**config.mk**
```make
export PLATFORM = sky130hd
export DESIGN_NAME = burst_addr_seq
export DESIGN_NICKNAME = d
export VERILOG_FILES = /design/src/rtl/burst_seq_pkg.sv /design/src/rtl/seq_offset_map.sv /design/src/rtl/seq_beat_counter.sv /design/src/rtl/burst_addr_seq.sv
export SDC_FILE = /design/constraint.sdc
export NUM_CORES = 1
export LEC_CHECK = 0
export CAP_MARGIN = 20
export CORE_MARGIN = 2
export CORE_UTILIZATION = 35
export CTS_CLUSTER_DIAMETER = 120
export DETAILED_ROUTE_END_ITERATION = 10
export GPL_TIMING_DRIVEN = 0
export PLACE_DENSITY = 0.73
export SYNTH_ARGS = -nofsm -noshare
export SYNTH_HDL_FRONTEND = slang
export SYNTH_SLANG_ARGS = --single-unit
```
**constraint.sdc**
```tcl
create_clock -name clk -period 1.33 [get_ports clk]
set_input_delay 0.266 -clock clk [delete_from_list [all_inputs] [get_ports clk]]
set_output_delay 0.266 -clock clk [all_outputs]
set_load 0.01 [all_outputs]
```
**src/rtl/burst_seq_pkg.sv**
```systemverilog
package burst_seq_pkg;
  typedef enum logic {
    ORD_LINEAR     = 1'b0,
    ORD_INTERLEAVE = 1'b1
  } burst_order_e;
endpackage

```
**src/rtl/seq_offset_map.sv**
```systemverilog
// Maps a starting offset and a beat index to the low address bits.
module seq_offset_map
  import burst_seq_pkg::*;
#(
  parameter int LB = 2
) (
  input  logic [LB-1:0] start_i,
  input  logic [LB-1:0] beat_i,
  input  burst_order_e  order_i,
  output logic [LB-1:0] offset_o
);
  logic [LB-1:0] lin_off;
  logic [LB-1:0] ilv_off;

  // per-bit XOR for interleaved order
  for (genvar b = 0; b < LB; b++) begin : g_ilv
    assign ilv_off[b] = start_i[b] ^ beat_i[b];
  end

  assign lin_off = start_i + beat_i;

  always_comb begin
    if (order_i == ORD_INTERLEAVE) offset_o = ilv_off;
    else                           offset_o = lin_off;
  end
endmodule

```
**src/rtl/seq_beat_counter.sv**
```systemverilog
// Beat index register with load-clear and advance.
module seq_beat_counter #(
  parameter int LB = 2
) (
  input  logic          clk,
  input  logic          rst,
  input  logic          clear_i,
  input  logic          step_i,
  output logic [LB-1:0] beat_q,
  output logic [LB-1:0] beat_next
);
  assign beat_next = beat_q + LB'(1);

  always_ff @(posedge clk) begin
    if (rst)          beat_q <= '0;
    else if (clear_i) beat_q <= '0;
    else if (step_i)  beat_q <= beat_next;
  end
endmodule

```
**src/rtl/burst_addr_seq.sv**
```systemverilog
module burst_addr_seq
  import burst_seq_pkg::*;
#(
  parameter int AW = 16,
  parameter int LB = 2
) (
  input  logic          clk,
  input  logic          rst,
  input  logic          load_i,
  input  logic          adv_n_i,
  input  logic          order_i,
  input  logic [AW-1:0] addr_i,
  output logic [AW-1:0] addr_o,
  output logic [LB-1:0] beat_o
);
  localparam int UW = AW - LB;

  logic          step;
  logic [LB-1:0] start_q;
  burst_order_e  order_q;
  logic [UW-1:0] upper_q;
  logic [LB-1:0] low_q;
  logic [LB-1:0] beat_next;
  logic [LB-1:0] offset_next;

  assign step = ~adv_n_i & ~load_i;

  seq_beat_counter #(.LB(LB)) u_beat (
    .clk       (clk),
    .rst       (rst),
    .clear_i   (load_i),
    .step_i    (step),
    .beat_q    (beat_o),
    .beat_next (beat_next)
  );

  seq_offset_map #(.LB(LB)) u_map (
    .start_i  (start_q),
    .beat_i   (beat_next),
    .order_i  (order_q),
    .offset_o (offset_next)
  );

  // burst context captured at load
  always_ff @(posedge clk) begin
    if (rst) begin
      start_q <= '0;
      order_q <= ORD_LINEAR;
      upper_q <= '0;
    end else if (load_i) begin
      start_q <= addr_i[LB-1:0];
      order_q <= burst_order_e'(order_i);
      upper_q <= addr_i[AW-1:LB];
    end
  end

  // registered low bits
  always_ff @(posedge clk) begin
    if (rst)         low_q <= '0;
    else if (load_i) low_q <= addr_i[LB-1:0];
    else if (step)   low_q <= offset_next;
  end

  assign addr_o = {upper_q, low_q};
endmodule

```
---- After elaboration in Yosys (flattened, before gate mapping) ----
Index checks and enable logic that the tools add are counted.
storage, ports and cells
  input port bits ......................... 21
  word-level logic and storage cells ...... 17
  flip-flop bits (word level) ............. 21
  output and inout bits ................... 18
operators by class
  add/subtract/negate cells ............... 2
  muxes and demuxes ....................... 3
  reduce and logical (&&, ||, !) cells .... 2
  bitwise logic cells ..................... 5
operators by type and width
  operator             number
  $mux 2               3
  $add 2x1->2 const B  1
  $add 2x2->2          1
  $not 1->1            2
  $reduce_bool 2->1    1
  $reduce_or 2->1      1
  $xor 1x1->1          2
  $and 1x1->1          1

---- Depth between registers and ports, before layout ----
  depth after elaboration ................. 5
  gate-level depth with buffers ........... 5
  depth with buffers taken out ............ 5

---- Hierarchy ----
Synthesis repeated with hierarchy kept, for this count alone.
unflattened totals
  cell total of the unflattened synthesis .. 79
  area, all modules ....................... 849.6 um^2
modules (own cells, without submodules)
  module            cells each  area an instance (um^2)  times used
  burst_addr_seq    65          719.4                    1
  seq_beat_counter  10          93.8                     1
  seq_offset_map    4           36.3                     1

---- Least setup slack after synthesis ----
OpenSTA, ideal clock, no wires.
  kind .................................... register -> register
  from .................................... reg u_beat.beat_q[0]
  to ...................................... reg low_q[1]
  arrival ................................. 1.290 ns
  buffers on the path ..................... 0
  data required time ...................... 1.234 ns
  slack ................................... -0.055 ns
  cell stages (with the launch flop) ...... 6
  cell sequence ........................... dfxtp_1 -> inv_1 -> ha_1 -> nor2b_2 -> xnor3_1 -> o41ai_2
on the way
  cells in the longest elaborated chain, start to end .. 5
ends and longest elaborated chain
  what                      RTL line                source
  start: declaration        seq_beat_counter.sv:9   output logic [LB-1:0] beat_q,
  start signal: assignment  seq_beat_counter.sv:17  else if (step_i) beat_q <= beat_next;
  $add 2x1->2               seq_beat_counter.sv:12  assign beat_next = beat_q + LB'(1);
  net beat_next[0]          burst_addr_seq.sv:23    logic [LB-1:0] beat_next;
  $add 2x2->2               seq_offset_map.sv:20    assign lin_off = start_i + beat_i;
  $mux 2                    seq_offset_map.sv:23    if (order_i == ORD_INTERLEAVE) offset_o = ilv_off;
  $mux 2                    burst_addr_seq.sv:61    else if (step) low_q <= offset_next;
  $mux 2                    burst_addr_seq.sv:60    else if (load_i) low_q <= addr_i[LB-1:0];
  end signal: assignment    burst_addr_seq.sv:60
  end signal: assignment    burst_addr_seq.sv:61
  end: declaration          burst_addr_seq.sv:22    logic [LB-1:0] low_q;
The timed path passes the listed nets, and every way through them passes these cells. The select of a mux whose other input is x is not followed.
A chain may end at the register's enable or synchronous reset.

---- Final worst setup path ----
  from .................................... reg u_beat.beat_q[0]
  to ...................................... out beat_o[0]
RTL lines
  what              RTL line              source
  end: declaration  burst_addr_seq.sv:14  output logic [LB-1:0] beat_o
No word-level cell between the ends.

==> metrics.md <==
| Metric | Value |
|---|---|
| Status | finished clean |
| GRT overflow | 0 |
| CTS sink cnt | 21 |
| IO buf count | 37 |
| Synthesized flop and latch total | 21 |
| Worst Path Required | about 1.1 ns |
| Measured slew at the worst slew-check pin | 0.448 ns |
| Sw power | roughly 0.30 mW |
| DIE WIDTH | ~53 um |
| TritonCTS buffer count | 3 |
| Seq pwr share | 56.3% |
| F_max | slightly below 800 MHz |
| Layout area overhead | 51.7% |
| Sw Share | 24.7% |
| Die area | about 0.0028 mm^2 |
| Warnings, synthesis | 0 |
| Final setup viols | 0 |
| All-Layer GR Usage | between 10% and 20% |
| Worst IR drop on VDD | about 0.6 mV |
| Min-Delay Path Class | in2reg |
| DRC Markers | 0 |
| Period utilization | between 90% and 100% |
| Minimum clock period | between 1 and 1.5 ns |
| RSZ-0062 raised after global routing | false |
| H-Tree Depth | 1 |
| Post-DP Area | about 0.0012 mm^2 |
| Max-slew headroom | between 70% and 80% |
| Final Hold Fails | 0 |
| Final max-slew violation count | 0 |
| Remaining antenna violation count | 0 |
| Final core occ | between 50% and 60% |
| Cell Area, Synth | 831 um^2 |
| Post-Synthesis Cells | around 80 |
| Initial antenna violation count | 0 |
| Worst Clk Skew | around 0.0032 ns |
| Final instance area | approximately 0.0013 mm^2 |
| Worst-path clk slew | 0.11 ns |
| Fin nets | about 140 |
| Worst-case clock buffer depth | 2 |
| HPWL after detailed placement | 1.28 mm |
| Largest net degree at the start of global routing | 13 |
| Via-per-instance ratio | ~4.6 |
| Clock latency at the later pin of the worst-skew pair | ~0.29 ns |
| GPL Wtd Cong | between 0.6 and 0.7 |
| Lkg Pwr | 0.611 nW |
| WHS | 0.229 ns |
| Worst setup EP type | primary output |
| Num ports | 39 |
| Initial Utilization | 37.2% |
| Combinational share of power | 19.1% |
| Core Rows | 17 |
| Post-Route Setup TNS | 0 ns |
| Pwr Density | around 970 mW/mm^2 |
| Root Driver | clkbuf_4 |
| Vias post-DR | between 600 and 700 |
| Worst setup SP type | flip-flop |
| 1st-pass router iterations | 4 |
| CP Class | reg2out |
| Critical Path AT | 0.99 ns |
| Critical path fanouts, max | 4 |
| DIE HEIGHT | 52.7 um |
| First-pass GRT wire length | between 2 and 3 mm |
| Number of global-route vias before repair | about 700 |
| Internal power | 0.916 mW |
| Net Count, Synth | 100 |
| Synth unique cells | 23 |
| Ratio of cells with drive above 1 in the final layout | 10.8% |
| Routed WL per cell | 11.5 um |
| Register area share after synthesis | about 50% |
| Core Box Area | roughly 0.0022 mm^2 |
| Clock power frac | between 20% and 30% |
| Iteration-0 DRC Markers | 5 |
| Final WL | 1.70 mm |
| Ant. Diodes | 0 |
| Synth Area per Inst | between 10 and 15 um^2 |
| CTS tree | yes |
| Max Cap Viol | 0 |
-- Yosys cell counts --
library cell,instances,area (um^2)
a21oi_1,1,5.00
a31oi_1,1,6.26
and2b_1,1,7.51
buf_2,1,5.00
buf_4,2,15.0
clkbuf_1,2,7.51
dfxtp_1,21,420
ha_1,1,12.5
inv_1,2,7.51
mux2i_1,17,170
nand2_1,1,3.75
nand2b_1,1,6.26
nor2_1,17,63.8
nor2b_1,1,6.26
nor2b_2,1,8.76
nor3_1,1,5.00
nor4_1,1,6.26
nor4bb_1,1,10.0
o21a_1,1,7.51
o41ai_2,1,16.3
xnor2_1,1,8.76
xnor3_1,1,22.5
xor2_1,1,8.76
-- kinds of logic (layout without fill, tap and decap cells) --
kind of cell,Yosys count,in the layout,share of synthesized area (%)
simple gates,25,25,14.2
fa+ha+maj,1,1,1.51
xor+xnor,3,3,4.82
compound gates,4,4,4.22
buf+inv,7,49,4.22
flops,21,21,50.6
mux,17,17,20.5
-- worst paths after layout --
check,start,to,slack [ns],depth (start not counted)
hold / removal,load_i,low_q[1],0.23,2
setup / recovery,u_beat.beat_q[0],beat_o[0],0.07,2
hold reg to reg,start_q[0],start_q[0],0.49,2
setup reg to reg,u_beat.beat_q[0],low_q[1],0.09,4
-- area by class of cell --
class / count / area (um^2)
plain buffers: 5 / 27.5
clock buffers: 3 / 22.5
clock inverters: 1 / 5.00
fillers: 217 / 973
inverters: 2 / 7.51
multi-input cells: 50 / 383
flip-flops and latches: 21 / 423
well taps: 28 / 35.0
repair buffers: 38 / 357
-- power by group through the flow --
stage,clock [mW],combinational (mW),sequential [mW]
3_3_place_gp,0,0.245,0.699
2_1_floorplan,0,0.0962,0.714
6_report,0.300,0.232,0.685
3_5_place_dp,0,0.249,0.700
5_1_grt,0.341,0.255,0.690
4_1_cts,0.316,0.234,0.685
-- flip-flops by register name (all words and copies together), names as in the netlist --
register       cells
upper_q           14
start_q            2
order_q            1
low_q              2
u_beat.beat_q      2
-- critical path: stages (launching register included) --
cell and delay [ns]:
dfxtp_2 0.34, buf_4 0.14, clkdlybuf4s15_1 0.22
-- stage by stage --
| step | power (mW) | std cells | setup slack, ns |
|---|---|---|---|
| detailed placement | 0.949 | 143 | -0.147 |
| floorplan | 0.810 | 78 | 0.00631 |
| CTS | 1.23 | 148 | 0.00479 |
| global placement | 0.944 | 143 | -0.133 |
| finish | 1.22 | 148 | 0.0703 |
| global route | 1.29 | 148 | 0.0186 |
-- cell usage in the layout (no fill, tap or decap), drive strengths merged --
| master | instances |
|---|---|
| clkbuf | 5 |
| nand2 | 1 |
| nand2b | 1 |
| a21oi | 1 |
| o41ai | 1 |
| a31oi | 1 |
| xor2 | 1 |
| dfxtp | 21 |
| clkdlybuf4s50 | 19 |
| ha | 1 |
| nor4bb | 1 |
| clkinv | 1 |
| nor2b | 2 |
| mux2i | 17 |
| and2b | 1 |
| buf | 4 |
| xnor2 | 1 |
| o21a | 1 |
| nor4 | 1 |
| clkdlybuf4s15 | 1 |
| xnor3 | 1 |
| nor2 | 17 |
| nor3 | 1 |
| dlygate4sd2 | 17 |
| inv | 2 |
-- routing by layer --
layer  GRT usage, %  vias up  routed length [um]
li1               -      344                   -
met1           17.4      312                 755
met2           23.8       22                 804
met3           4.00        2                 122
met4           5.13        0                  15
met5              0        -                   0
-- timing repair --
action | 4_1_cts | 5_1_grt
setup buffers | 1 | 0
setup endpoints to repair | 19 | 2
resized for setup | 19 | 2
hold buffers | 0 | 0
gates cloned | 0 | 0
pin swaps | 1 | 0
(Power assumes the default switching activity.)
